===== config.mk =====
export PLATFORM = sky130hd
export DESIGN_NAME = fsc_tracker
export DESIGN_NICKNAME = d
export VERILOG_FILES = /design/src/rtl/fsc_pkg.sv /design/src/rtl/fsc_tracker.sv
export SDC_FILE = /design/constraint.sdc
export NUM_CORES = 1
export LEC_CHECK = 0
export ABC_CLOCK_PERIOD_IN_PS = 2200
export BUFFER_PORTS_ARGS = -buffer_cell sky130_fd_sc_hd__buf_2
export CAP_MARGIN = 10
export CORE_MARGIN = 1
export CORE_UTILIZATION = 56
export DETAILED_ROUTE_END_ITERATION = 16
export PLACE_DENSITY = 0.81
export SLEW_MARGIN = 20
export SYNTH_ARGS = -nofsm -noshare
export SYNTH_HDL_FRONTEND = slang
export SYNTH_SLANG_ARGS = --single-unit

===== constraint.sdc =====
create_clock -name clk -period 2.2 [get_ports clk]
set_input_delay 0.11 -clock clk [delete_from_list [all_inputs] [get_ports clk]]
set_output_delay 0.11 -clock clk [all_outputs]
set_load 0.05 [all_outputs]

===== src/rtl/fsc_pkg.sv =====
package fsc_pkg;

    localparam int NFLAG = 18;

    localparam int F_TRG_FIRST   = 0;
    localparam int F_CST_SECOND  = 1;
    localparam int F_MST_THIRD   = 2;
    localparam int F_CEND_MISS   = 3;
    localparam int F_CEND_DBL    = 4;
    localparam int F_MEND_NOSTRT = 5;
    localparam int F_MST_NOEND   = 6;
    localparam int F_CID_MM      = 7;
    localparam int F_MID_MM      = 8;
    localparam int F_MID_BAD     = 9;
    localparam int F_CWC         = 10;
    localparam int F_MWC         = 11;
    localparam int F_HDR_ERR     = 12;
    localparam int F_UNEXP       = 13;
    localparam int F_OUTSIDE     = 14;
    localparam int F_PORTS       = 15;
    localparam int F_CRC         = 16;
    localparam int F_TNR_MM      = 17;

    typedef struct packed {
        logic        is_trg;
        logic        is_cst;
        logic        is_cend;
        logic        is_mst;
        logic        is_mend;
        logic        is_data;
        logic        is_unexp;
        logic        err_mark;
        logic [3:0]  con_id;
        logic [4:0]  port_mask;
        logic [5:0]  mod_id;
        logic [15:0] tnr;
    } hdr_t;

endpackage


===== src/rtl/fsc_tracker.sv =====
module fsc_tracker #(
    parameter int CNT_W = 16
) (
    input  logic                      clk,
    input  logic                      rst_n,
    input  logic                      frm_vld,
    input  logic                      frm_sof,
    input  logic                      frm_eof,
    input  logic                      frm_last,
    input  logic                      frm_crc_ok,
    input  logic [31:0]               frm_word,
    input  fsc_pkg::hdr_t             h,
    output logic [fsc_pkg::NFLAG-1:0] flags,
    output logic                      done
);
    import fsc_pkg::*;

    localparam logic [5:0] MID_BAD = 6'h3F;

    typedef struct packed {
        logic [1:0]       fidx;
        logic [1:0]       wpos;
        logic             con_open;
        logic             con_seen;
        logic             mod_open;
        logic             cmp_con;
        logic             cmp_mod;
        logic             trg_seen;
        logic [3:0]       con_id;
        logic [5:0]       mod_id;
        logic [15:0]      tnr;
        logic [4:0]       pmask;
        logic [3:0]       mod_cnt;
        logic [CNT_W-1:0] con_words;
        logic [CNT_W-1:0] mod_words;
        logic [NFLAG-1:0] flags;
        logic             done;
    } st_t;

    st_t st_q, st_d;

    always_comb begin
        st_d      = st_q;
        st_d.done = 1'b0;
        if (frm_vld) begin
            if (frm_sof) begin
                if (st_q.fidx == 2'd0) st_d.flags = '0;
                case (st_q.fidx)
                    2'd0:    if (!h.is_trg) st_d.flags[F_TRG_FIRST]  = 1'b1;
                    2'd1:    if (!h.is_cst) st_d.flags[F_CST_SECOND] = 1'b1;
                    2'd2:    if (!h.is_mst) st_d.flags[F_MST_THIRD]  = 1'b1;
                    default: ;
                endcase
                if (st_q.fidx != 2'd3) st_d.fidx = st_q.fidx + 2'd1;
                st_d.wpos    = 2'd0;
                st_d.cmp_con = 1'b0;
                st_d.cmp_mod = 1'b0;
                if ((h.is_cst || h.is_cend || h.is_mst || h.is_mend) &&
                    st_q.trg_seen && (h.tnr != st_q.tnr))
                    st_d.flags[F_TNR_MM] = 1'b1;
                if (st_q.con_open) st_d.con_words = st_q.con_words + 1'b1;
                if (st_q.mod_open) st_d.mod_words = st_q.mod_words + 1'b1;

                if (h.is_trg) begin
                    st_d.trg_seen = 1'b1;
                    st_d.tnr      = h.tnr;
                end else if (h.is_cst) begin
                    st_d.con_open  = 1'b1;
                    st_d.con_seen  = 1'b1;
                    st_d.con_words = CNT_W'(1);
                    st_d.con_id    = h.con_id;
                    st_d.pmask     = h.port_mask;
                    st_d.mod_cnt   = '0;
                end else if (h.is_cend) begin
                    if (st_q.mod_open) begin
                        st_d.flags[F_MST_NOEND] = 1'b1;
                        st_d.mod_open           = 1'b0;
                    end
                    if (st_q.con_open) begin
                        st_d.cmp_con   = 1'b1;
                        st_d.con_words = st_q.con_words;
                        st_d.con_open  = 1'b0;
                        if (h.con_id != st_q.con_id) st_d.flags[F_CID_MM] = 1'b1;
                        if ({28'd0, st_q.mod_cnt} != 32'($countones(st_q.pmask)))
                            st_d.flags[F_PORTS] = 1'b1;
                    end else begin
                        st_d.flags[F_CEND_DBL] = 1'b1;
                    end
                end else if (h.is_mst) begin
                    if (st_q.mod_open) st_d.flags[F_MST_NOEND] = 1'b1;
                    if (h.mod_id == MID_BAD) st_d.flags[F_MID_BAD] = 1'b1;
                    st_d.mod_open  = 1'b1;
                    st_d.mod_words = CNT_W'(1);
                    st_d.mod_id    = h.mod_id;
                    if (st_q.mod_cnt != 4'hF) st_d.mod_cnt = st_q.mod_cnt + 4'd1;
                end else if (h.is_mend) begin
                    if (h.mod_id == MID_BAD) st_d.flags[F_MID_BAD] = 1'b1;
                    if (h.err_mark) st_d.flags[F_HDR_ERR] = 1'b1;
                    if (st_q.mod_open) begin
                        st_d.cmp_mod   = 1'b1;
                        st_d.mod_words = st_q.mod_words;
                        st_d.mod_open  = 1'b0;
                        if (h.mod_id != st_q.mod_id) st_d.flags[F_MID_MM] = 1'b1;
                    end else begin
                        st_d.flags[F_MEND_NOSTRT] = 1'b1;
                    end
                end else if (h.is_data) begin
                    if (!st_q.mod_open) st_d.flags[F_OUTSIDE] = 1'b1;
                end else begin
                    st_d.flags[F_UNEXP] = 1'b1;
                end
            end else begin
                if (st_q.con_open) st_d.con_words = st_q.con_words + 1'b1;
                if (st_q.mod_open) st_d.mod_words = st_q.mod_words + 1'b1;
                if (st_q.wpos == 2'd0) begin
                    if (st_q.cmp_con && (frm_word != 32'(st_q.con_words)))
                        st_d.flags[F_CWC] = 1'b1;
                    if (st_q.cmp_mod && (frm_word != 32'({st_q.mod_words, 1'b0})))
                        st_d.flags[F_MWC] = 1'b1;
                    st_d.cmp_con = 1'b0;
                    st_d.cmp_mod = 1'b0;
                end
                if (st_q.wpos != 2'd3) st_d.wpos = st_q.wpos + 2'd1;
            end

            if (frm_eof) begin
                if (!frm_crc_ok) st_d.flags[F_CRC] = 1'b1;
                if (st_d.cmp_con) st_d.flags[F_CWC] = 1'b1;
                if (st_d.cmp_mod) st_d.flags[F_MWC] = 1'b1;
                st_d.cmp_con = 1'b0;
                st_d.cmp_mod = 1'b0;
                if (frm_last) begin
                    if (st_d.con_seen && st_d.con_open) st_d.flags[F_CEND_MISS] = 1'b1;
                    if (st_d.mod_open) st_d.flags[F_MST_NOEND] = 1'b1;
                    st_d.fidx     = 2'd0;
                    st_d.con_open = 1'b0;
                    st_d.con_seen = 1'b0;
                    st_d.mod_open = 1'b0;
                    st_d.trg_seen = 1'b0;
                    st_d.mod_cnt  = '0;
                    st_d.done     = 1'b1;
                end
            end
        end
    end

    always_ff @(posedge clk) begin
        if (!rst_n) st_q <= '0;
        else        st_q <= st_d;
    end

    assign flags = st_q.flags;
    assign done  = st_q.done;


    decode_onehot_chk: assert property (@(posedge clk) disable iff (!rst_n)
        frm_vld |-> $onehot({h.is_trg, h.is_cst, h.is_cend, h.is_mst,
                             h.is_mend, h.is_data, h.is_unexp}));

    unexp_flag_chk: assert property (@(posedge clk) disable iff (!rst_n)
        (frm_vld && frm_sof && h.is_unexp) |=> flags[F_UNEXP]);

    hdr_err_chk: assert property (@(posedge clk) disable iff (!rst_n)
        (frm_vld && frm_sof && h.is_mend && h.err_mark) |=> flags[F_HDR_ERR]);

    crc_flag_chk: assert property (@(posedge clk) disable iff (!rst_n)
        (frm_vld && frm_eof && !frm_crc_ok) |=> flags[F_CRC]);

    done_src_chk: assert property (@(posedge clk) disable iff (!rst_n)
        done |-> $past(frm_vld && frm_eof && frm_last));

    sticky_chk: assert property (@(posedge clk) disable iff (!rst_n)
        !(frm_vld && frm_sof && st_q.fidx == 2'd0)
            |=> ((flags & $past(flags)) == $past(flags)));
endmodule


==> results of run 1 <==
-- flip-flops by register name (all words and copies together) (netlist names), named ones only --
register,flops
done,1
st_q,77
flags,17
-- Yosys cell counts (2+ instances only) --
master	n
a211oi_1	6
a21boi_1	3
a21oi_1	62
a22o_1	3
a22oi_1	3
a311oi_1	5
a31oi_1	3
a32o_1	3
a32oi_1	3
and2_1	4
and3_1	3
and3b_1	2
and4_1	5
buf_2	5
buf_4	18
clkbuf_1	25
dfxtp_1	96
fa_1	2
ha_1	6
inv_1	20
inv_2	2
mux2i_1	2
nand2_1	86
nand2b_1	4
nand3_1	23
nand4_1	18
nand4bb_1	2
nor2_1	36
nor2b_1	4
nor3_1	7
nor3b_1	3
nor4_1	11
nor4bb_1	2
o21a_1	3
o21ai_0	6
o21ai_1	15
o31ai_1	13
or3_1	7
or3b_1	2
or4_1	12
xnor2_1	59
xor2_1	13
-- per-layer routing --
layer | share of wire, % | up-vias
met5 | 0 | -
met4 | 2.2 | 0
met3 | 6.5 | 37
met2 | 48 | 215
met1 | 44 | 2336
li1 | - | 2372
-- worst max-delay path: stages, from the launching register on --
cell	delay, ps
dfxtp_2	360
inv_2	40
fa_1	500
fa_2	380
inv_2	80
ha_4	200
xor2_2	150
nor4_2	280
o21ai_1	110
-- logic make-up after synthesis --
family	after synthesis
xor+xnor	72
fa+ha+maj	8
simple gates	240
flops	96
mux	2
compound gates	134
buf+inv	71
-- through the flow --
stage | setup TNS, ps | worst slack, ps | power [uW] | cell area [um2]
final | -9.356 | -9.356 | 3344 | 6043
after global routing | -83.69 | -83.69 | 3465 | 6043
after CTS | 0 | 55.68 | 3350 | 6012
after detailed placement | 0 | 22.04 | 2196 | 5555
after global placement | 0 | 165.6 | 2184 | 5555
after floorplan | 0 | 193.5 | 2047 | 5112
-- layout make-up --
class,instances,share of cell area (%)
clock inverter,7,1.035
sequential,96,31.84
clock buffer,9,2.050
tap,108,2.236
multi-input combinational,456,47.52
inverter,22,1.366
timing repair buffer,135,13.95
-- layout by cell type (no fill, tap or decap), types with 4 or more instances in the layout --
cell type,n
o21ai_1,15
nand2_1,86
nor4_1,10
dfxtp_1,94
clkbuf_8,9
buf_4,13
a21oi_1,62
nand4_1,18
inv_1,18
buf_2,95
inv_2,4
or3_1,7
ha_1,5
a311oi_1,5
nor2b_1,4
xor2_1,12
xnor2_1,59
o21ai_0,6
or4_1,12
nand2b_1,4
nand3_1,23
and4_1,5
o31ai_1,13
nor3_1,7
dlygate4sd3_1,27
a211oi_1,6
and2_1,4
nor2_1,36
-- how the worst max path moves through the flow --
stage	end	startpoint	slack [ps]
6_report	flags[15]	st_q[58]	-9
5_1_grt	flags[15]	st_q[58]	-80
4_1_cts	flags[15]	st_q[55]	60
3_5_place_dp	flags[15]	st_q[55]	20
3_3_place_gp	flags[15]	st_q[55]	170
2_1_floorplan	flags[15]	st_q[55]	190
-- timing repair --
item,4_1_cts,5_1_grt
resized for setup,0,8
endpoints found under the hold margin,28,0
hold buffers,27,0
pin swaps,1,4
setup endpoints to repair,1,1
-- power groups by stage --
stage | registers [uW] | logic (uW) | clock network (uW)
2_1_floorplan | 1820 | 227 | 0
3_3_place_gp | 1820 | 363 | 0
3_5_place_dp | 1820 | 374 | 0
4_1_cts | 1780 | 413 | 1150
5_1_grt | 1790 | 458 | 1220
6_report | 1780 | 425 | 1140
==> impl_metrics.yaml, run 1 <==
synth:
  synth_area_mm2: 0.005112
  synth-compound-area-share_pct: 16.10
  synth_top_area_share_pct: 37.59
  synth-main-ff-cell: "dfxtp_1"
  netlist_top_cells_area: "dfxtp_1 38%, xnor2_1 10%, nand2_1 6.3%"
  postSynthNetCount: 709
  netlist_instances: 623
  yosysTopAreaCell: "dfxtp_1"
  ys_types: 58
  synthArstFlopShare_pct: 0
  synth_mux_area_share_pct: 0.3916
  syn_area_per_cell_um2: 8.206
  ys_seq_elements: 96
  ys_seq_area_share_pct: 37.59
  synth_xor_area_share_pct: 12.33
  synth_top_family_by_area: "simple AND/OR/NAND/NOR gates"
  synth_edf_count: 0
  synth-simple-area-share_pct: 24.52
  synthAdderAreaFrac_pct: 2.252
  ys_warn_count: 0
critical_path:
  regToRegStartpoint: "st_q[58]"
  ff2ff_setup_slack_ps: -9
  worst_setup_path_end_kind: "register"
  r2r_cells: 8
  worstPathMaxFanout: 2
  critPathRequiredTime_ps: 2460
  cp.arrival_ps: 2470
  start_kind: "register"
  reg2reg_to: "flags[15]"
  path_class: "reg -> reg"
route:
  first_pass_iters: 8
  wl_mm: 13.34
  viasPerCell: 5.954
  ant_nets: 0
  drc_errors: 0
  vias: 4960
  wl_per_cell_um: 16.01
  first_iter_violations: 428
timing:
  fin_crit_sh_pct: 100.4
  setup_viol_count_final: 1
  max_clock_freq_mhz: 452.6
  hold_viol_final: 0
  finalCriticalPeriod_ps: 2209
  setup_slack_ps: -9.356
  worst_pin_slew_ps: 592.2
  slew_headroom_pct: 60.52
  skew_ps: 7.131
  maxSlewViolCount: 0
  rsz0062_at_grt: "yes"
  finalHoldWorstSlack_ps: 10.91
status:
  violations: "negative setup slack"
  status: "finished, violations left"
power_and_ir_drop:
  p_clk_share_pct: 34.0
  cellPowerDensity_mw_per_mm2: 553.4
  netSwitchingFraction_pct: 28.69
  peakVddDrop_uv: 368.2
  power_switching_uw: 959.4
  intPower_uw: 2385
  combPwrFrac_pct: 12.7
  pwr-share-seq_pct: 53.3
  p_leak_uw: 0.002183
final_layout:
  insertedDiodeCount: 0
  nets: 806
  fillers: 672
  layout.area.seq_mm2: 0.001924
  area_growth_pct: 18.21
  drive_gt1_share_pct: 19.03
  multi_input_comb_area_mm2: 0.002872
  final_cells: 833
  finish.utilization_pct: 68.96
global_route:
  grt_max_degree: 27
  grt-ovfl-total: 0
  grt_pass1_wl_mm: 21.34
  use_met1_pct: 36.40
  grt-busiest-layer: "met2"
  use_met2_pct: 43.52
  grt_usage_pct: 27.27
  antenna_found_initial: 0
  grt_pass1_vias: 4626
  gr-usage-met3_pct: 5.396
floorplan:
  start_util_pct: 58.34
  die_height_um: 97.55
  rows: 34
  die_area_mm2: 0.009515
  core-area_mm2: 0.008763
  io_pins: 97
  fp.dieW_um: 97.55
cts:
  clockBufferDepth: 2
  cts_made_buffers: 9
  h-tree-depth: 3
  clkSinkCount: 96
  worstSkewPairLatency_ps: 370
  path_clk_slew_ps: 110
  cts-root-buf: "clkbuf_8"
  cts_tree: "yes"
  cts_setup_buffers: 0
min_path:
  min_from: "h[20]"
  hold_end: "st_q[80]"
  whs_path_depth: 3
  hold_path.class: "in -> reg"
placement:
  numPortBuffers: 95
  placedCellCount: 790
  gp_congestion: 0.9258
  hpwl_mm: 9.327
job:
  drv_cap: 0
Power figures use the tool's default switching activity.
==> inputs of run 2 (changes only) <==
- PLACE_DENSITY: 0.81 -> unset
- PLACE_DENSITY_LB_ADDON: unset -> 0.25
==> impl_metrics.yaml, run 2 (same netlist as run 1, synthesis figures left out) <==
global_route:
  grt_usage_pct: 28.43
  grt_max_degree: 27
  antenna_found_initial: 0
  grt_pass1_vias: 4619
  grt_pass1_wl_mm: 21.98
  grt-ovfl-total: 0
critical_path:
  cp.arrival_ps: 2300
  r2r_cells: 8
  crit_top_cell: "inv_1"
  worstPathMaxFanout: 2
  crit_slowest_cell: "fa_1"
  path_class: "reg -> reg"
  start_kind: "register"
  worst_setup_path_end_kind: "register"
  path_cells: "inv_1, fa_1, fa_2, inv_1, ha_1, xor2_1, nor4_2, o21ai_1"
  critPathRequiredTime_ps: 2450
  crit_path_max_incr_delay_ps: 490
cts:
  cts-root-buf: "clkbuf_8"
  cts_tree: "yes"
  h-tree-depth: 3
  clkSinkCount: 96
  cts_made_buffers: 9
  clockBufferDepth: 2
  path_clk_slew_ps: 90
  worstSkewPairLatency_ps: 370
power_and_ir_drop:
  peakVddDrop_uv: 299.1
  cellPowerDensity_mw_per_mm2: 565.6
  p_leak_uw: 0.002184
timing:
  slew_headroom_pct: 54.53
  worst_pin_slew_ps: 681.4
  setup_viol_count_final: 0
  skew_ps: 12.86
  fin_crit_sh_pct: 93.18
  max_clock_freq_mhz: 487.8
  setup_tns_ps: 0
  rsz0062_at_grt: "no"
  maxSlewViolCount: 0
  hold_viol_final: 0
  finalCriticalPeriod_ps: 2050
route:
  vias: 4873
  first_pass_iters: 5
  viasPerCell: 5.885
  drc_errors: 0
  first_iter_violations: 255
  wl_mm: 13.20
  ant_nets: 0
  wl_per_cell_um: 15.94
placement:
  gp_congestion: 0.9142
  hpwl_mm: 9.489
  placed_cell_area_mm2: 0.005548
  numPortBuffers: 95
final_layout:
  area_growth_pct: 17.11
  most-common-layout-cells: "95 x buf_2, 94 x dfxtp_1, 86 x nand2_1, 62 x a21oi_1, 59 x xnor2_1"
  mostFrequentLayoutCell: "buf_2"
  fin_area_mm2: 0.005987
  nets: 801
  drive_gt1_share_pct: 18.33
  insertedDiodeCount: 0
  top_register: "st_q"
  finish.utilization_pct: 68.32
  largest_reg_flops: 77
  fillers: 700
job:
  drv_cap: 0
floorplan:
  fp.dieW_um: 97.55
  start_util_pct: 58.34
  io_pins: 97
  die_area_mm2: 0.009515
  core-area_mm2: 0.008763
  die_height_um: 97.55
  rows: 34
min_path:
  hold_path.class: "in -> reg"
  whs_path_depth: 3
status:
  status: "completed"
## run 2: cell count changes in the layout (fill, tap and decap cells not counted), sizes merged
cell | previous run | this run
dlygate4sd3 | 27 | 23
clkbuf | 9 | 10
clkinv | 0 | 1
clkinvlp | 3 | 0
buf | 108 | 107
bufinv | 0 | 1
## run 2: worst paths after layout
path | start | endpoint | slack, ps
max | st_q[55] | flags[15] | 150
min | h[3] | st_q[63] | 7
max reg2reg | st_q[55] | flags[15] | 150
min reg2reg | flags[13] | flags[13] | 450
## run 2: critical path: cells and delay by family, from the launching register on
kind                     cells  cell delay, ps
buffers and inverters        2             110
flip-flops                   1             330
AO/OA/AOI/OAI                1             110
AND/OR/NAND/NOR              1             150
XOR/XNOR                     1             180
adder cells (fa/ha/maj)      3            1060
## run 2: per-layer routing
metal | track usage, % | routed length, um | vias to the layer above | part of all wire (%)
li1 | - | - | 2376 | -
met1 | 38.20 | 5916 | 2299 | 45
met2 | 45.99 | 6204 | 176 | 47
met3 | 3.453 | 818 | 22 | 6.2
met4 | 12.22 | 258 | 0 | 2.0
met5 | 0 | 0 | - | 0
## run 2: repair_timing
action | 4_1_cts | 5_1_grt
buffers inserted | 0 | 0
hold endpoints to repair | 23 | 0
gates resized for setup | 0 | 4
hold buffers | 23 | 0
endpoints found under the setup margin | 0 | 1
## run 2: layout make-up
cell class | instances | area (um2) | share of cell area, %
Multi-Input combinational cell | 456 | 2851 | 47.63
Sequential cell | 96 | 1924 | 32.14
Timing Repair Buffer | 130 | 795.8 | 13.29
Clock inverter | 6 | 70.07 | 1.170
Clock buffer | 10 | 127.6 | 2.132
Tap cell | 108 | 135.1 | 2.257
Inverter | 22 | 82.58 | 1.379
## run 2: metrics by stage
stage          hold slack [ps]  power (uW)  cells  setup WS [ps]
4_1_cts                 0.1428        3391    828          23.68
3_3_place_gp             315.6        2184    789          164.0
2_1_floorplan            206.2        2047    623          193.5
5_1_grt                  16.58        3524    828          24.68
6_report                 6.736        3386    828          150.0
3_5_place_dp             321.7        2196    789          70.89
## run 2: power by group
part / total (uW) / switching, uW / leakage, uW / internal (uW)
sequential: 1780 / 20.0 / 0.000777 / 1760
combinational: 414 / 232 / 0.00130 / 182
clock: 1190 / 648 / 0.000102 / 541
total: 3390 / 900 / 0.00218 / 2490
==> inputs of run 3 (changes only) <==
- CORE_ASPECT_RATIO: unset -> 1.25
==> impl_metrics.yaml, run 3 (same netlist as run 1, synthesis figures left out) <==
timing:
  setup_tns_ps: 0
  setup_viol_count_final: 0
  max_clock_freq_mhz: 476.0
  slew_headroom_pct: 60.54
  fin_crit_sh_pct: 95.49
  worst_pin_slew_ps: 591.9
  skew_ps: 10.58
  maxSlewViolCount: 0
  finalCriticalPeriod_ps: 2101
  hold_viol_final: 0
final_layout:
  final_cells: 840
  fillers: 731
  most-common-layout-cells: "96 x dfxtp_1, 95 x buf_2, 86 x nand2_1, 62 x a21oi_1, 59 x xnor2_1"
  area_growth_pct: 18.14
  largest_reg_flops: 77
  drive_gt1_share_pct: 17.78
  finish.utilization_pct: 69.04
  mostFrequentLayoutCell: "dfxtp_1"
  insertedDiodeCount: 0
  top_register: "st_q"
  nets: 802
route:
  first_pass_iters: 5
  viasPerCell: 5.740
  wl_mm: 12.72
  first_iter_violations: 246
  wl_per_cell_um: 15.14
  drc_errors: 0
  ant_nets: 0
  vias: 4822
critical_path:
  ff2ff_setup_slack_ps: 100
  path_cells: "inv_1, fa_1, fa_1, inv_1, ha_1, xor2_1, nor4_2, o21ai_1"
  critPathRequiredTime_ps: 2460
  worstPathMaxFanout: 2
  path_class: "reg -> reg"
  worst_setup_path_end_kind: "register"
  r2r_cells: 8
  crit_slowest_cell: "fa_1"
  cp.arrival_ps: 2360
  start_kind: "register"
  reg2reg_to: "flags[15]"
  crit_path_max_incr_delay_ps: 490
  regToRegStartpoint: "st_q[55]"
  startpoint: "st_q[55]"
floorplan:
  io_pins: 97
  core-area_mm2: 0.008748
  fp.dieW_um: 87.46
  start_util_pct: 58.44
  rows: 38
  die_height_um: 108.8
  die_area_mm2: 0.009518
cts:
  cts-root-buf: "clkbuf_8"
  cts_made_buffers: 9
  cts_tree: "yes"
  worstSkewPairLatency_ps: 370
  path_clk_slew_ps: 90
  h-tree-depth: 3
  clockBufferDepth: 2
  clkSinkCount: 96
  cts_setup_buffers: 0
power_and_ir_drop:
  pwr-share-seq_pct: 50.6
  p_clk_share_pct: 37.7
  netSwitchingFraction_pct: 24.82
  peakVddDrop_uv: 273.3
  intPower_uw: 2646
  combPwrFrac_pct: 11.7
  power_switching_uw: 873.4
  p_leak_uw: 0.002194
  cellPowerDensity_mw_per_mm2: 582.7
placement:
  numPortBuffers: 95
  placedCellCount: 800
  gp_congestion: 0.9232
  hpwl_mm: 9.235
status:
  status: "completed"
global_route:
  grt_max_degree: 34
  grt_pass1_vias: 4667
  grt-ovfl-total: 0
  grt_usage_pct: 27.70
  grt_pass1_wl_mm: 20.62
  antenna_found_initial: 0
min_path:
  hold_end: "st_q[72]"
  min_from: "h[12]"
  hold_path.class: "in -> reg"
  whs_path_depth: 3
job:
  drv_cap: 0
==> run 3: changes by cell type in the layout (fill, tap and decap cells not counted) <==
cell and change:
inv_6 -3, clkbuf_8 +2, dfxtp_1 +2, dfxtp_2 -2, dlygate4sd3_1 +2, buf_4 -1, bufinv_16 +1, clkbuf_1 -1
clkinv_2 -1, clkinvlp_4 +1, fa_1 +1, fa_2 -1
==> run 3: cell type report <==
| class | count | area, um2 | area share (%) |
|---|---|---|---|
| clock buffer | 11 | 151.4 | 2.507 |
| clock inverter | 4 | 76.32 | 1.264 |
| inverter | 22 | 82.58 | 1.367 |
| multi-input combinational | 456 | 2849 | 47.17 |
| sequential | 96 | 1922 | 31.82 |
| tap | 120 | 150.1 | 2.486 |
| timing repair buffer | 131 | 808.3 | 13.38 |
==> run 3: worst max-delay path by stage <==
stage	endpoint
after floorplan	flags[15]
after global placement	flags[15]
after detailed placement	flags[15]
after CTS	flags[15]
after global routing	flags[15]
final	flags[15]
==> run 3: power groups by stage <==
stage	combinational, uW	clock, uW	sequential [uW]
2_1_floorplan	227	0	1820
3_3_place_gp	363	0	1820
3_5_place_dp	371	0	1820
4_1_cts	407	1340	1780
5_1_grt	449	1420	1790
6_report	412	1320	1780
==> run 3: layer usage <==
| layer | GRT usage (%) | routed length [um] | vias to the layer above |
|---|---|---|---|
| li1 | - | - | 2365 |
| met1 | 31.04 | 5238 | 2257 |
| met2 | 50.00 | 6431 | 160 |
| met3 | 3.785 | 619 | 40 |
| met4 | 15.34 | 433 | 0 |
| met5 | 0 | 0 | - |
==> run 3: metrics by stage <==
step | power, uW | area, um2 | worst slack [ps] | hold slack, ps
floorplan | 2047 | 5112 | 193.5 | 206.2
global placement | 2184 | 5555 | 148.9 | 309.4
detailed placement | 2193 | 5555 | 98.04 | 320.2
CTS | 3525 | 6033 | 93.95 | 0.09934
global route | 3651 | 6040 | -1.049 | 4.291
finish | 3519 | 6040 | 99.24 | 5.494
==> run 3: repair_timing <==
item                                    in CTS  in global routing
endpoints found under the setup margin       0                  1
hold buffers                                25                  0
gates resized for setup                      0                  1
endpoints found under the hold margin       26                  0
==> run 3: critical path, delay by kind of cell, from the launching register on <==
kind	cells	cell delay, ps
and+or+nand+nor	1	200
xor gates and xnor gates	1	150
buffers and inverters	2	120
AOI/OAI and AO/OA	1	80
adders and majority gates	3	1090
DFF	1	350
